## src/rtl/cpc_pkg.sv

```systemverilog
package cpc_pkg;

    typedef enum logic [1:0] {
        ST_FILL = 2'd0,
        ST_RAMP = 2'd1,
        ST_SRCH = 2'd2,
        ST_DONE = 2'd3
    } cpc_state_t;

    function automatic int prod_w(input int samp_w);
        return 2 * samp_w;
    endfunction

    function automatic int acc_w(input int samp_w, input int cp_len);
        return 2 * samp_w + $clog2(cp_len) + 1;
    endfunction

    function automatic int off_w(input int sym_len, input int cp_len);
        return $clog2(sym_len + cp_len);
    endfunction

endpackage

```

## src/rtl/cpc_lag_line.sv

```systemverilog
module cpc_lag_line #(
    parameter int W     = 12,
    parameter int DEPTH = 16
) (
    input  logic                clk_i,
    input  logic                rst_ni,
    input  logic                shift_i,
    input  logic signed [W-1:0] din_i,
    output logic signed [W-1:0] lag_o
);
    logic signed [W-1:0] tap [DEPTH];

    always_ff @(posedge clk_i) begin
        if (!rst_ni) begin
            for (int i = 0; i < DEPTH; i++) tap[i] <= '0;
        end else if (shift_i) begin
            tap[0] <= din_i;
            for (int i = 1; i < DEPTH; i++) tap[i] <= tap[i-1];
        end
    end

    // oldest entry: the sample taken DEPTH accepted samples ago
    assign lag_o = tap[DEPTH-1];
endmodule

```

## src/rtl/cpc_corr_window.sv

```systemverilog
module cpc_corr_window #(
    parameter int W     = 12,
    parameter int WIN   = 8,
    parameter int PW    = 24,
    parameter int AW    = 28
) (
    input  logic                 clk_i,
    input  logic                 rst_ni,
    input  logic                 clr_i,
    input  logic                 push_i,
    input  logic signed [W-1:0]  cur_i,
    input  logic signed [W-1:0]  lag_i,
    output logic signed [AW-1:0] sum_next_o
);
    logic signed [PW-1:0] prod;
    logic signed [PW-1:0] pline [WIN];
    logic signed [AW-1:0] sum_q;
    logic signed [AW-1:0] prod_x;
    logic signed [AW-1:0] leave_x;

    assign prod    = cur_i * lag_i;
    assign prod_x  = AW'(prod);
    assign leave_x = AW'(pline[WIN-1]);

    // running window: newest product in, oldest product out
    assign sum_next_o = sum_q + prod_x - leave_x;

    always_ff @(posedge clk_i) begin
        if (!rst_ni || clr_i) begin
            sum_q <= '0;
            for (int i = 0; i < WIN; i++) pline[i] <= '0;
        end else if (push_i) begin
            sum_q    <= sum_next_o;
            pline[0] <= prod;
            for (int i = 1; i < WIN; i++) pline[i] <= pline[i-1];
        end
    end
endmodule

```

## src/rtl/cpc_peak_pick.sv

```systemverilog
module cpc_peak_pick #(
    parameter int AW = 28,
    parameter int OW = 5
) (
    input  logic                 clk_i,
    input  logic                 rst_ni,
    input  logic                 eval_i,
    input  logic                 first_i,
    input  logic                 last_i,
    input  logic signed [AW-1:0] metric_i,
    input  logic [OW-1:0]        cand_i,
    output logic [OW-1:0]        off_o,
    output logic signed [AW-1:0] peak_o
);
    logic signed [AW-1:0] best_m;
    logic [OW-1:0]        best_d;
    logic                 win;
    logic signed [AW-1:0] new_m;
    logic [OW-1:0]        new_d;

    // strict compare keeps the earliest offset among equals
    assign win   = first_i || (metric_i > best_m);
    assign new_m = win ? metric_i : best_m;
    assign new_d = win ? cand_i   : best_d;

    always_ff @(posedge clk_i) begin
        if (!rst_ni) begin
            best_m <= '0;
            best_d <= '0;
            off_o  <= '0;
            peak_o <= '0;
        end else if (eval_i) begin
            best_m <= new_m;
            best_d <= new_d;
            if (last_i) begin
                off_o  <= new_d;
                peak_o <= new_m;
            end
        end
    end
endmodule

```

## src/rtl/cpc_ctrl.sv

```systemverilog
module cpc_ctrl
    import cpc_pkg::*;
#(
    parameter int SYM_LEN = 16,
    parameter int CP_LEN  = 8,
    parameter int OW      = 5
) (
    input  logic          clk_i,
    input  logic          rst_ni,
    input  logic          valid_i,
    output logic          shift_o,
    output logic          push_o,
    output logic          eval_o,
    output logic          first_o,
    output logic          last_o,
    output logic          clr_o,
    output logic          done_o,
    output logic [OW-1:0] cand_o
);
    localparam int NCAND     = SYM_LEN + CP_LEN;
    localparam int CW        = $clog2(NCAND + 1);
    localparam int RAMP_LAST = (CP_LEN > 1) ? CP_LEN - 2 : 0;

    cpc_state_t    state_q, state_d;
    logic [CW-1:0] cnt_q;
    logic          fill_end, ramp_end, srch_end;

    assign fill_end = (cnt_q == CW'(SYM_LEN - 1));
    assign ramp_end = (cnt_q == CW'(RAMP_LAST));
    assign srch_end = (cnt_q == CW'(NCAND - 1));

    // state register
    always_ff @(posedge clk_i) begin
        if (!rst_ni) state_q <= ST_FILL;
        else         state_q <= state_d;
    end

    // phase counter
    always_ff @(posedge clk_i) begin
        if (!rst_ni) begin
            cnt_q <= '0;
        end else begin
            unique case (state_q)
                ST_FILL: if (valid_i) cnt_q <= fill_end ? '0 : cnt_q + 1'b1;
                ST_RAMP: if (valid_i) cnt_q <= ramp_end ? '0 : cnt_q + 1'b1;
                ST_SRCH: if (valid_i) cnt_q <= srch_end ? '0 : cnt_q + 1'b1;
                ST_DONE: cnt_q <= '0;
                default: cnt_q <= '0;
            endcase
        end
    end

    // next state
    always_comb begin
        state_d = state_q;
        unique case (state_q)
            ST_FILL: if (valid_i && fill_end)
                         state_d = (CP_LEN > 1) ? ST_RAMP : ST_SRCH;
            ST_RAMP: if (valid_i && ramp_end) state_d = ST_SRCH;
            ST_SRCH: if (valid_i && srch_end) state_d = ST_DONE;
            ST_DONE: state_d = ST_FILL;
            default: state_d = ST_FILL;
        endcase
    end

    // outputs
    always_comb begin
        shift_o = 1'b0;
        push_o  = 1'b0;
        eval_o  = 1'b0;
        clr_o   = 1'b0;
        done_o  = 1'b0;
        unique case (state_q)
            ST_FILL: shift_o = valid_i;
            ST_RAMP: begin
                shift_o = valid_i;
                push_o  = valid_i;
            end
            ST_SRCH: begin
                shift_o = valid_i;
                push_o  = valid_i;
                eval_o  = valid_i;
            end
            ST_DONE: begin
                clr_o  = 1'b1;
                done_o = 1'b1;
            end
            default: clr_o = 1'b1;
        endcase
    end

    assign first_o = (cnt_q == '0);
    assign last_o  = srch_end;
    assign cand_o  = cnt_q[OW-1:0];
endmodule

```

## src/rtl/cp_timing_est.sv

```systemverilog
module cp_timing_est
    import cpc_pkg::*;
#(
    parameter int SYM_LEN = 16,
    parameter int CP_LEN  = 8,
    parameter int SAMP_W  = 12
) (
    input  logic                                       clk_i,
    input  logic                                       rst_ni,
    input  logic                                       smp_valid_i,
    input  logic signed [SAMP_W-1:0]                   smp_i,
    output logic [off_w(SYM_LEN, CP_LEN)-1:0]          offset_o,
    output logic signed [acc_w(SAMP_W, CP_LEN)-1:0]    peak_o,
    output logic                                       done_o
);
    localparam int PW = prod_w(SAMP_W);
    localparam int AW = acc_w(SAMP_W, CP_LEN);
    localparam int OW = off_w(SYM_LEN, CP_LEN);

    logic                 shift, push, eval, first, last, clr;
    logic [OW-1:0]        cand;
    logic signed [SAMP_W-1:0] lag;
    logic signed [AW-1:0] metric;

    cpc_ctrl #(
        .SYM_LEN(SYM_LEN),
        .CP_LEN (CP_LEN),
        .OW     (OW)
    ) u_ctrl (
        .clk_i  (clk_i),
        .rst_ni (rst_ni),
        .valid_i(smp_valid_i),
        .shift_o(shift),
        .push_o (push),
        .eval_o (eval),
        .first_o(first),
        .last_o (last),
        .clr_o  (clr),
        .done_o (done_o),
        .cand_o (cand)
    );

    cpc_lag_line #(
        .W    (SAMP_W),
        .DEPTH(SYM_LEN)
    ) u_lag (
        .clk_i  (clk_i),
        .rst_ni (rst_ni),
        .shift_i(shift),
        .din_i  (smp_i),
        .lag_o  (lag)
    );

    cpc_corr_window #(
        .W  (SAMP_W),
        .WIN(CP_LEN),
        .PW (PW),
        .AW (AW)
    ) u_win (
        .clk_i     (clk_i),
        .rst_ni    (rst_ni),
        .clr_i     (clr),
        .push_i    (push),
        .cur_i     (smp_i),
        .lag_i     (lag),
        .sum_next_o(metric)
    );

    cpc_peak_pick #(
        .AW(AW),
        .OW(OW)
    ) u_pick (
        .clk_i   (clk_i),
        .rst_ni  (rst_ni),
        .eval_i  (eval),
        .first_i (first),
        .last_i  (last),
        .metric_i(metric),
        .cand_i  (cand),
        .off_o   (offset_o),
        .peak_o  (peak_o)
    );
endmodule

```

## config.mk

```make
export PLATFORM = sky130hd
export DESIGN_NAME = cp_timing_est
export DESIGN_NICKNAME = d
export VERILOG_FILES = /design/src/rtl/cpc_pkg.sv /design/src/rtl/cpc_lag_line.sv /design/src/rtl/cpc_corr_window.sv /design/src/rtl/cpc_peak_pick.sv /design/src/rtl/cpc_ctrl.sv /design/src/rtl/cp_timing_est.sv
export SDC_FILE = /design/constraint.sdc
export NUM_CORES = 1
export LEC_CHECK = 0
export ABC_AREA = 0
export ABC_CLOCK_PERIOD_IN_PS = 20900
export BUFFER_PORTS_ARGS = -buffer_cell sky130_fd_sc_hd__buf_2
export CAP_MARGIN = 30
export CELL_PAD_IN_SITES_DETAIL_PLACEMENT = 1
export CELL_PAD_IN_SITES_GLOBAL_PLACEMENT = 2
export CORE_ASPECT_RATIO = 1.25
export CORE_UTILIZATION = 44
export DETAILED_ROUTE_END_ITERATION = 16
export MAX_ROUTING_LAYER = met4
export PLACE_DENSITY_LB_ADDON = 0.1
export SLEW_MARGIN = 10
export SYNTH_ARGS = -nofsm -noshare
export SYNTH_HDL_FRONTEND = slang
export SYNTH_SLANG_ARGS = --single-unit
```

## constraint.sdc

```tcl
create_clock -name clk_i -period 20.9 [get_ports clk_i]
set_input_delay 1.045 -clock clk_i [delete_from_list [all_inputs] [get_ports clk_i]]
set_output_delay 1.045 -clock clk_i [all_outputs]
set_load 0.005 [all_outputs]
```

== Word level (Yosys, flattened, before mapping) ==
Memories as Yosys holds them, arrays and structs flattened.
Index checks and enable logic that the tools add are counted.

* Flip-flop bits (word level): 101
* Bits in writable memories: 384
* Bits of input ports: 15
* Word-level logic and storage cells: 113
* Memories: 2

* Add/sub/neg operators: 3
* $mul: 1
* $lt $le $gt $ge: 1
* Equality and inequality tests: 12
* Muxes and demuxes: 50
* Bitwise logic cells: 24
* Reductions and logical operators: 13

{| class="wikitable"
|+ Memories
! name !! words !! width !! rd ports !! clocked after memory_dff !! wr ports !! RTL line !! RTL
|-
| u_lag.tap || 16 || 12 || 16 || 0 || 16 || cpc_lag_line.sv:11 || <nowiki>logic signed [W-1:0] tap [DEPTH];</nowiki>
|-
| u_win.pline || 8 || 24 || 8 || 0 || 8 || cpc_corr_window.sv:16 || <nowiki>logic signed [PW-1:0] pline [WIN];</nowiki>
|}

{| class="wikitable"
|+ Operators by type and width
! cell !! number
|-
| 12-bit two-way mux || 16
|-
| 24-bit two-way mux || 8
|-
| 5-bit two-way mux || 7
|-
| 28-bit by 24-bit adder with 28-bit output || 1
|-
| 28-bit greater-than comparator || 1
|-
| 28-bit two-way mux || 1
|-
| 28-bit by 24-bit subtractor with 28-bit output || 1
|-
| 12-bit by 12-bit multiplier with 24-bit output || 1
|-
| 1-bit OR || 24
|-
| 5-bit one-hot mux with 4 select lines || 1
|-
| 1-bit two-way mux || 13
|-
| 2-bit one-hot mux with 4 select lines || 1
|-
| 2-bit two-way mux || 3
|-
| 2-bit by 1-bit != test with 1-bit output, second input constant || 3
|-
| 2-bit != test, second input constant || 3
|-
| 3-bit AND reduction || 2
|-
| 5-bit by 1-bit adder with 5-bit output, second input constant || 1
|-
| 5-bit by 3-bit equality test with 1-bit output, second input constant || 1
|-
| 5-bit by 4-bit equality test with 1-bit output, second input constant || 1
|-
| 5-bit equality test, second input constant || 1
|-
| 5-bit logical NOT || 1
|-
| 2-bit equality test, second input constant || 2
|-
| 1-bit logical AND || 3
|-
| 3-bit OR reduction || 1
|-
| other kinds (6) || 7
|}

== Longest topological paths before layout ==
Gate-level depths: netlist of the first run.

* Depth after elaboration: 7
* Mapped depth: 46
* Mapped depth without buffers: 42

== By module ==
A second synthesis of the first run with hierarchy kept.

* Cells, all modules: 2475
* Area, all modules: 27724.1 um^2

{| class="wikitable"
|+ By module, submodules not included
! module !! instances !! cells an instance !! area an instance (um^2) !! seq. area each (um^2)
|-
| cpc_corr_window || 1 || 1442 || 15859.0 || 6326.1
|-
| cpc_lag_line || 1 || 431 || 7257.0 || 5765.5
|-
| cpc_peak_pick || 1 || 537 || 4015.1 || 1321.3
|-
| cpc_ctrl || 1 || 65 || 593.1 || 140.1
|}

== Worst setup path after synthesis of the first run ==
Ideal clock, no wire load.

* Path type: input to register
* Start: in smp_valid_i
* End: mem u_lag.tap[0][0] (enable)
* Setup time: 1.010 ns
* Data arrival time: 14.458 ns
* Required time: 19.890 ns
* Slack: 5.432 ns
* Cell stages on the path: 2
* Cell sequence: inv_1 -> o21ai_0

{| class="wikitable"
|+ RTL lines
! what !! RTL line !! RTL
|-
| start: declaration || cp_timing_est.sv:10 || <nowiki>input logic smp_valid_i,</nowiki>
|-
| end: declaration || cpc_lag_line.sv:11 ||
|}

==> flow_summary.ini, run 1 <==
[clock_tree]
htree_levels = 2
cts_resized = 0
clk_pin_slew_ps = 60
clock_latency_ps = 610
root_buffer = clkbuf_16
cts.sinks = 485
numCtsBuffers = 51
postCtsSetupBuffers = 0
cts_hold_buffers = 0
cts_tree = yes
clk_path_buf_depth = 3

[sta]
whs_ps = 459
max_freq_mhz = 88.3
setup_viol = 0
finalCritPeriodShare_pct = 54.2
hold_violations = 0
max-slew-margin-rel_pct = 20.1
tns_ps = 0
tightest_slew_ps = 1200
rsz0062_at_grt = no
fin_crit_ps = 11330
slew_viol_final = 0
finalClockSkew_ps = 34.0

[place]
hpwlAfterDp_mm = 36.4
place_congestion = 0.847
placed_cells = 2978
place_area_um2 = 27300
portBuffers = 48

[synthesis]
synthAdderAreaFrac_pct = 18.1
synth-xor-area-share_pct = 1.69
synthArstFlopShare_pct = 0
synth_top_family_by_area = adder cells
synth_edf_count = 384
synth_top_area_share_pct = 43.8
yosys_warnings = 0
syn_avg_cell_area_um2 = 11.6
ys_seq_elements = 485
ys_dominant_reg_cell = edfxtp_1
synth_top_cell_by_area = edfxtp_1
synthSimpleGateAreaFrac_pct = 15.4
synth_nets = 2569
synth_compound_area_share_pct = 6.60
seq_area_frac_synth_pct = 51.5
yosys-top-cells-area = edfxtp_1 44%, fa_1 13%, dfxtp_1 7.7%
ys_types = 73
yosys-mux-area-fraction_pct = 1.03
syn_inst = 2273
synthesis.area_um2 = 26300

[detailed_routing]
first_iter_violations = 725
routedWlPerCell_um = 17.2
ant_nets = 0
wl_mm = 53.0
via_per_inst = 5.16
first_pass_iters = 13
drc_errors = 7
vias = 15900

[grt]
grt_max_degree = 248
antenna_found_initial = 0
grt_pass1_vias = 17100
grt_usage_pct = 18.7
gr-total-overflow = 0
grt_pass1_wl_mm = 88.7

[min_path]
min_path_type = register to register

[final_layout]
design_area_um2 = 29100
regArea_um2 = 13600
diodes = 0
fill_cells = 6184
drive_gt1_share_pct = 7.51
layout.cells.non_filler = 3074
nets = 2570
multi_input_area_um2 = 11300
synthToLayoutAreaGrowth_pct = 10.3

[critical_path]
critPathRequiredTime_ps = 21420
path_common_cell = inv_1
critical-path-max-stage-delay_ps = 680
worst_path_max_delay_cell = edfxtp_1
worstSetupEndpointType = register
critPathLaunchType = register
cp_max_fo = 30
path_class = register to register
critPathArrivalTime_ps = 11850

[floorplanning]
coreArea_um2 = 58700
pin_count = 49
rows = 99
initial_utilization_pct = 44.9
dieHeight_um = 276
die_w_um = 221
die_area_um2 = 60900

[job]
max_cap_viol_count = 0

[outcome]
outcome = finished with violations
violations = design-rule violations
[cell families after synthesis]
logic type	Yosys count
simple gates	765
flops	485
buf+inv	399
fa+ha+maj	281
compound gates	267
xor+xnor	49
mux	27
[critical path, delay by kind of cell (launching register included)]
kind	cells	cell delay, ps
buf+inv	10	1490
compound gates	12	2710
fa+ha+maj	9	3870
simple gates	10	2150
xor+xnor	1	280
flops	1	680
[registers in the layout, summed over array words and instances (netlist names)]
signal          count
u_lag.tap         192
u_win.pline       192
u_pick.best_m      28
u_pick.peak_o      28
u_win.sum_q        28
u_ctrl.cand_o       5
u_pick.best_d       5
u_pick.off_o        5
u_ctrl.state_q      2
[layout by cell type, fill, tap and decap left out, types with 11 or more instances in the layout]
master and n:
edfxtp_1 384, and2_1 289, inv_1 280, nand2_1 202, fa_1 165, and3_1 129
ha_1 115, dfxtp_1 101, a21oi_1 85, nor2_1 81, clkbuf_16 52, buf_2 48
o21ai_0 47, xnor2_1 31, a211oi_1 28, mux2i_1 27, a21o_1 24, xor2_1 16
clkinv_2 15, nor3_1 14, nand3_1 11
[stage by stage]
step	util (%)	worst slack [ps]
floorplan	-	5430
global placement	46.4	9180
detailed placement	46.5	8910
CTS	49.5	9490
global route	49.5	8610
finish	49.5	9570
[area by class of cell]
| class | instances | area share [%] |
|---|---|---|
| Timing Repair Buffer | 64 | 1.48 |
| Inverter | 283 | 3.68 |
| Multi-Input combinational cell | 1389 | 39.0 |
| Sequential cell | 485 | 46.6 |
| Tap cell | 757 | 3.26 |
| Clock inverter | 40 | 1.43 |
| Clock buffer | 56 | 4.56 |
[cell usage after synthesis, types with 4 or more instances]
cell       count
a2111oi_0      4
a22o_1         7
xnor2_1       31
a21o_1        24
buf_2          6
nand4_1       10
a211oi_1      29
and3_1       129
dfxtp_1      101
o21ai_1       10
clkbuf_1     105
nand2_1      202
edfxtp_1     384
a21oi_1       86
o21a_1         7
o21bai_1       6
nand3_1       11
o21ai_0       48
and2_1       288
nor2b_1        6
mux2i_1       27
nor2_1        84
fa_1         165
o211ai_1       7
nor3_1        15
inv_1        281
xor2_1        16
ha_1         116
nand2b_1       6
[layer usage]
layer	GRT usage, %	wire, um	vias up
met5	-	0	-
met4	6.48	1610	0
met3	2.27	1150	88
met2	33.1	27200	135
met1	22.1	23000	8031
li1	-	-	7597
[path summary, 6_finish.rpt]
check | from | to | slack, ps | cells past startpoint
hold reg to reg | u_pick.best_m[2]$_SDFFE_PN0P_ | u_pick.best_m[2]$_SDFFE_PN0P_ | 460 | 2
hold / removal | u_pick.best_m[2]$_SDFFE_PN0P_ | u_pick.best_m[2]$_SDFFE_PN0P_ | 460 | 2
setup / recovery | u_lag.tap[1][84]$_SDFFCE_PN0P_ | u_pick.best_m[24]$_SDFFE_PN0P_ | 9570 | 42
setup reg to reg | u_lag.tap[1][84]$_SDFFCE_PN0P_ | u_pick.best_m[24]$_SDFFE_PN0P_ | 9570 | 42
Power of run 1 is not shown: default switching activity piles up to over one toggle a cycle in this logic, so the estimate is an artifact.
==> run 2, diff against run 1 <==
- ABC_CLOCK_PERIOD_IN_PS: 20900 -> 11500
- clock period: 20.9 -> 11.5 ns (I/O delays scaled with it)
==> run 2 against run 1 <==
The run still ends with design-rule violations left; via count decreased by 0.16%; worst hold slack got worse by 66 ps; sequential cell count unchanged; wire length increased by 0.79%; critical path type unchanged; critical endpoint is now u_pick.best_m[8]$_SDFFE_PN0P_.
==> flow_summary.ini, run 2 (same netlist as run 1, synthesis figures left out) <==
[outcome]
outcome = finished with violations
violations = design-rule violations

[critical_path]
critPathRequiredTime_ps = 12000
critPathBufInv = 8
timing.rr.end = u_pick.best_m[8]$_SDFFE_PN0P_
r2r_cells = 40
critical-path-max-stage-delay_ps = 640
rr_startpoint = u_lag.tap[1][87]$_SDFFCE_PN0P_
cp_max_fo = 32
rrSetupSlack_ps = 750
worstSetupEndpointType = register
path_class = register to register
worst_path_max_delay_cell = edfxtp_1
critPathArrivalTime_ps = 11250
crit_family = adder cells
critPathLaunchType = register

[place]
hpwlAfterDp_mm = 36.9
portBuffers = 48
dp_slack_ps = 79.3
place_congestion = 0.821
placed_cells = 2984

[clock_tree]
clock_latency_ps = 600
cts_hold_buffers = 0
root_buffer = clkbuf_16
cts.sinks = 485
clk_pin_slew_ps = 60
clk_path_buf_depth = 3
htree_levels = 2
cts_tree = yes
numCtsBuffers = 49

[sta]
max_freq_mhz = 93.1
setup_viol = 0
slew_viol_final = 0
max-slew-margin-rel_pct = 37.2
fin_crit_ps = 10750
finalClockSkew_ps = 24.5
finalCritPeriodShare_pct = 93.4
fin_ws_ps = 753
hold_violations = 0
tightest_slew_ps = 942

[min_path]
hold_depth = 4
min_path_type = input port to register
hold_start = smp_valid_i
holdPathEnd = u_ctrl.cand_o[0]$_SDFFE_PN0P_

[grt]
gr-total-overflow = 0
grt_pass1_wl_mm = 88.5
antenna_found_initial = 1
grt_pass1_vias = 16900
grt_max_degree = 248
grt_usage_pct = 18.7

[floorplanning]
die_w_um = 221
rows = 99
coreArea_um2 = 58700
dieHeight_um = 276
initial_utilization_pct = 44.9
die_area_um2 = 60900
pin_count = 49

[detailed_routing]
routedWlPerCell_um = 17.3
met2_length_mm = 27.4
via_per_inst = 5.13
first_pass_iters = 12
top_layer = met4
drc_errors = 5
wirelength_met1_mm = 23.5
first_iter_violations = 634
wl_mm = 53.4
vias = 15800
ant_nets = 0
wl_met3_mm = 1.09

[final_layout]
layout_commonest_cell = edfxtp_1
layout.cells.non_filler = 3087
largestRegisters = u_lag.tap x192, u_win.pline x192
synthToLayoutAreaGrowth_pct = 10.6
drive_gt1_share_pct = 7.90
final_cell_mix = 384 x edfxtp_1, 289 x and2_1, 280 x inv_1
nets = 2584

[job]
max_cap_viol_count = 0
## run 2: cell types whose count changed in the layout (fill, tap and decap cells not counted), sizes merged
cell	before	now
clkinvlp	5	3
clkbuf	56	68
inv	284	285
buf	64	80
bufinv	6	4
clkinv	28	15
diode	0	1
## run 2: layout make-up
type / count / area (um^2)
fill: 6160 / 29600
sequential: 485 / 13600
multi-input combinational: 1389 / 11300
clock buffer: 68 / 1390
inverter: 283 / 1070
tap: 757 / 947
timing repair buffer: 80 / 573
clock inverter: 24 / 264
antenna: 1 / 2.50
## run 2: tightest hold or removal path, delay by kind of cell
family	cells	cell delay, ps
simple gates	2	110
buf+inv	1	150
compound gates	1	110
## run 2: through the flow
stage / hold WS (ps) / setup TNS [ps] / utilization [%] / cell area [um^2]
2_1_floorplan: 432 / 0 / - / 26300
3_3_place_gp: 442 / 0 / 46.5 / 27300
3_5_place_dp: 448 / 0 / 46.6 / 27300
4_1_cts: 350 / 0 / 49.4 / 29000
5_1_grt: 421 / -15.6 / 49.6 / 29100
6_report: 393 / 0 / 49.6 / 29100
## run 2: what timing repair did
action	4_1_cts	5_1_grt
endpoints found under the setup margin	0	60
gates resized for setup	0	2
setup buffers	0	9
## run 2: metal layers
layer | GRT usage, % | up-vias
met5 | - | -
met2 | 33.1 | 123
met3 | 2.28 | 85
met1 | 22.3 | 7988
met4 | 5.52 | 0
li1 | - | 7629
## run 2: worst max-delay path by stage
stage,endpoint,from,depth (start not counted)
floorplan,u_lag.tap[0][0]$_SDFFCE_PN0P_,smp_valid_i,2
global placement,u_pick.best_m[8]$_SDFFE_PN0P_,smp_i[7],42
detailed placement,u_pick.best_m[8]$_SDFFE_PN0P_,smp_i[11],43
CTS,u_pick.best_m[8]$_SDFFE_PN0P_,u_lag.tap[1][88]$_SDFFCE_PN0P_,41
global route,u_pick.peak_o[9]$_SDFFE_PN0P_,u_lag.tap[1][87]$_SDFFCE_PN0P_,42
finish,u_pick.best_m[8]$_SDFFE_PN0P_,u_lag.tap[1][87]$_SDFFCE_PN0P_,40
Power of run 2 is left out for the same reason.
